### src/rtl/oc_frame_master.sv
module oc_frame_master #(
  parameter int NBITS     = 8,
  parameter int SUBTICKS  = 20,
  parameter int WIN_FIRST = 1,
  parameter int WIN_LAST  = 4,
  parameter int SHORT_LEN = 5,
  parameter int LONG_LEN  = 15,
  parameter int SYNC_LOW  = 2
) (
  input  logic                     clk,
  input  logic                     rst_n,
  input  logic                     tick,
  input  logic                     req_seen,
  output logic                     bus_pull,
  output logic                     in_sync,
  output logic [$clog2(NBITS)-1:0] slot_idx,
  output logic [NBITS-1:0]         frame_bits,
  output logic                     frame_done
);
  localparam int SW  = $clog2(SUBTICKS);
  localparam int SLW = $clog2(NBITS);
  localparam int HDR = SYNC_LOW + 1;
  localparam int HW  = $clog2(HDR + 1);
  localparam logic [SW-1:0]  SUB_LAST  = SW'(SUBTICKS - 1);
  localparam logic [SW-1:0]  W_LO      = SW'(WIN_FIRST);
  localparam logic [SW-1:0]  W_HI      = SW'(WIN_LAST);
  localparam logic [SW-1:0]  SHORT_END = SW'(SHORT_LEN);
  localparam logic [SW-1:0]  LONG_END  = SW'(LONG_LEN);
  localparam logic [HW-1:0]  HDR_LAST  = HW'(HDR - 1);
  localparam logic [HW-1:0]  SYNC_N    = HW'(SYNC_LOW);
  localparam logic [SLW-1:0] SLOT_LAST = SLW'(NBITS - 1);

  logic [SW-1:0]    sub;
  logic [HW-1:0]    hdr_cnt;
  logic             hdr;
  logic [SLW-1:0]   slot;
  logic             stretch;
  logic [NBITS-1:0] cap, cap_next;

  wire slot_end = tick && (sub == SUB_LAST);
  wire in_win   = !hdr && (sub >= W_LO) && (sub <= W_HI);

  always_comb begin
    cap_next       = cap;
    cap_next[slot] = stretch;
  end

  always_ff @(posedge clk) begin
    if (!rst_n) begin
      sub        <= '0;
      hdr_cnt    <= '0;
      hdr        <= 1'b1;
      slot       <= '0;
      stretch    <= 1'b0;
      cap        <= '0;
      frame_bits <= '0;
      frame_done <= 1'b0;
    end else begin
      frame_done <= 1'b0;
      if (in_win && req_seen) stretch <= 1'b1;
      if (tick) sub <= slot_end ? '0 : sub + 1'b1;
      if (slot_end) begin
        stretch <= 1'b0;
        if (hdr) begin
          if (hdr_cnt == HDR_LAST) begin
            hdr     <= 1'b0;
            hdr_cnt <= '0;
            slot    <= '0;
          end else begin
            hdr_cnt <= hdr_cnt + 1'b1;
          end
        end else begin
          cap <= cap_next;
          if (slot == SLOT_LAST) begin
            frame_bits <= cap_next;
            frame_done <= 1'b1;
            hdr        <= 1'b1;
            slot       <= '0;
          end else begin
            slot <= slot + 1'b1;
          end
        end
      end
    end
  end

  assign bus_pull = hdr ? (hdr_cnt < SYNC_N)
                        : ((sub < SHORT_END) || (stretch && (sub < LONG_END)));
  assign in_sync  = hdr;
  assign slot_idx = slot;
endmodule


### config.mk
export PLATFORM = sky130hd
export DESIGN_NAME = oc_frame_master
export DESIGN_NICKNAME = d
export VERILOG_FILES = /design/src/rtl/oc_frame_master.sv
export SDC_FILE = /design/constraint.sdc
export NUM_CORES = 1
export LEC_CHECK = 0
export CORE_MARGIN = 4
export CORE_UTILIZATION = 35
export CTS_CLUSTER_DIAMETER = 50
export CTS_CLUSTER_SIZE = 12
export DETAILED_ROUTE_END_ITERATION = 6
export PLACE_DENSITY = 0.54
export SLEW_MARGIN = 20
export SYNTH_ARGS = -nofsm -noshare
export SYNTH_HDL_FRONTEND = slang
export SYNTH_SLANG_ARGS = --single-unit
### constraint.sdc
create_clock -name clk -period 3.65 [get_ports clk]
set_clock_uncertainty 0.05 [all_clocks]
set_input_delay 0.73 -clock clk [delete_from_list [all_inputs] [get_ports clk]]
set_output_delay 0.73 -clock clk [all_outputs]
set_load 0.005 [all_outputs]
==> results_dict.tcl <==
set metrics [dict create \
    synth_mux_area_frac 0.0759 \
    rows 23 \
    synth_top_family_by_area "simple AND/OR/NAND/NOR gates" \
    met1_usage 0.161 \
    synth_top_area_share 0.400 \
    layout_common_cells "29 x dfxtp_1, 17 x clkdlybuf4s50_1, 11 x mux2i_1, 11 x a21oi_1" \
    ys_warn_count 0 \
    p_comb_frac 0.039 \
    vias 1118 \
    cts_root_buf "clkbuf_8" \
    syn_area_mm2 0.00145 \
    grt_util_all_layers 0.124 \
    crit_path_start_kind "flop" \
    period_share 0.748 \
    fin_crit_ns 2.73 \
    slowest_delay_ns 0.57 \
    ir_drop_uv 270 \
    grt_max_degree 15 \
    cp.arrival_ns 1.95 \
    first_global_vias 1085 \
    wl_per_cell_um 13.9 \
    drt_drc_violations_left 0 \
    initial_core_util 0.363 \
    synth_compound_area_frac 0.191 \
    ctsLongestPathBuffers 2 \
    pin_count 18 \
    crit_slowest_cell "dfxtp_1" \
    dieArea_mm2 0.00524 \
    synthXorXnorAreaFrac 0.0181 \
    synthAdderAreaFrac 0.0431 \
    synth_enable_flop_cells 0 \
    p_sw_frac 0.217 \
    cp-end-kind "primary output" \
    clock_latency_ns 0.28 \
    core_mm2 0.00400 \
    synth-seq-area-share 0.400 \
    die_h_um 72.4 \
    syn_nets 155 \
    cts_tree "built" \
    cts_setup_buffers 0 \
    routed_wirelength_um 2920 \
    hold_violations 0 \
    required_ns 2.87 \
    routabilityCongestion 0.742 \
    htree_levels 2 \
    criticalPathCategory "flop to primary output" \
    busiest_layer "met2" \
    status "completed" \
    grt_util_met2 0.187 \
    drive_gt1_frac 0.0875 \
    cpLargestDelayFamily "buffers and inverters" \
    synth-main-ff-cell "dfxtp_1" \
    initialDrtViolationCount 47 \
    grt_pass1_wl_um 5060 \
    post-dp-hpwl_um 2010 \
    worst-path-buf-inv 2 \
    cts_inserted_buffers 5 \
    final_core_util 0.426 \
    postCtsHoldBufs 0 \
    drtAntennaViolNets 0 \
    drt-pass1-iter-count 4 \
    rsz0062_at_grt "false" \
    switchingPower_uw 139 \
    holdCritPathClass "flop to flop" \
    io_buffer_count 17 \
    syn_avg_cell_area_um2 9.94 \
    num-fill-cells 393 \
    yosys.area_share.simple 0.195 \
    power.density_mw_per_mm2 375 \
    max_freq_mhz 366 \
    path_cells "inv_1, a211o_1, a32oi_1, clkdlybuf4s50_1" \
    overflow 0 \
    clockPowerShare 0.455 \
    relSlewSlack 0.405 \
    tns_ns 0 \
    report.final.slew_viol_count 0 \
    cts_resized 0 \
    ys_ff_latch 29 \
    antennaDiodeCount 0 \
    finalSetupViolCount 0 \
    areaGrowthSynthToFinish_pct 17.3 \
    synthArstFlopShare 0 \
    tightest_slew_ns 0.889 \
    p_total_uw 638 \
    crit_fanout 11 \
    fp.dieW_um 72.4 \
    grt_util_met3 0.0332 \
    antenna_found_initial 0 \
    via_per_inst 5.32 \
    path_clk_slew_ns 0.06 \
    synthCells 146 \
    max_cap_violations 0 \
    nets 168 \
    seqPwrFrac 0.506 \
    clock-sinks 29 \
    power.leakage_nw 0.619 \
    ys_types 43 \
    final_common_cell "dfxtp_1" \
    p_int_uw 500 \
    synth_top_area_cell "dfxtp_1" \
    ys_top_cells_by_area "dfxtp_1 40%, mux2i_1 7.6%, o2bb2ai_1 4.8%" \
]
-- power by group through the flow --
stage	Sequential [mW]	Combinational [mW]	Clock (mW)
after floorplan	0.329	0.0195	0
after global placement	0.330	0.0244	0
after detailed placement	0.330	0.0249	0
after CTS	0.323	0.0250	0.298
after global routing	0.323	0.0284	0.312
final	0.323	0.0247	0.291
-- cells by family after synthesis --
logic type,count (synthesis)
fa+ha+maj,5
flops,29
xor+xnor,3
buf+inv,19
mux,11
simple gates,39
compound gates,40
-- through the flow --
step | instance area (um^2) | instances | hold slack, ns | worst slack, ns
after floorplan | 1450 | 146 | 0.402 | 1.93
after global placement | 1600 | 202 | 0.396 | 1.16
after detailed placement | 1600 | 202 | 0.401 | 1.12
after CTS | 1700 | 210 | 0.420 | 0.915
after global routing | 1700 | 210 | 0.432 | 0.812
final | 1700 | 210 | 0.414 | 0.919
-- routing by layer --
metal | vias to the layer above | share of wire
met1 | 519 | 0.51
met4 | 0 | 0.021
met2 | 28 | 0.42
met5 | - | 0
met3 | 6 | 0.050
li1 | 565 | -
-- cell usage after synthesis (4+ instances only) --
cell,n
dfxtp_1,29
a21oi_1,11
mux2i_1,11
a211oi_1,8
inv_1,8
o2bb2ai_1,8
buf_2,6
ha_1,5
nand2b_1,4
nand3b_1,4
nor2_1,4
o21ai_0,4
-- state kept, by name (all words and copies together) (netlist names) --
name        count
stretch         1
frame_done      1
in_sync         1
slot_idx        3
hdr_cnt         2
sub             5
frame_bits      8
cap             8
-- final timing paths --
check                                                start                    endpoint  slack [ns]  cells after the start
worst min register to register  frame_bits[6]$_SDFFE_PN0P_  frame_bits[6]$_SDFFE_PN0P_        0.41                      1
worst max register to register         sub[2]$_SDFFE_PN0P_  frame_bits[0]$_SDFFE_PN0P_        1.69                      3
worst max-delay path                  stretch$_SDFFE_PP0P_                    bus_pull        0.92                      4
worst min-delay path            frame_bits[6]$_SDFFE_PN0P_  frame_bits[6]$_SDFFE_PN0P_        0.41                      1
-- final cells by class --
cell class / instances / area (um^2) / share of cell area
multi-input combinational: 98 / 758 / 0.445
sequential: 29 / 581 / 0.341
timing repair buffer: 17 / 170 / 0.0999
clock buffer: 7 / 96.3 / 0.0566
tap: 50 / 62.6 / 0.0367
inverter: 8 / 30.0 / 0.0176
clock inverter: 1 / 5.00 / 0.00294
No activity file was read; power rests on OpenSTA's default activity.
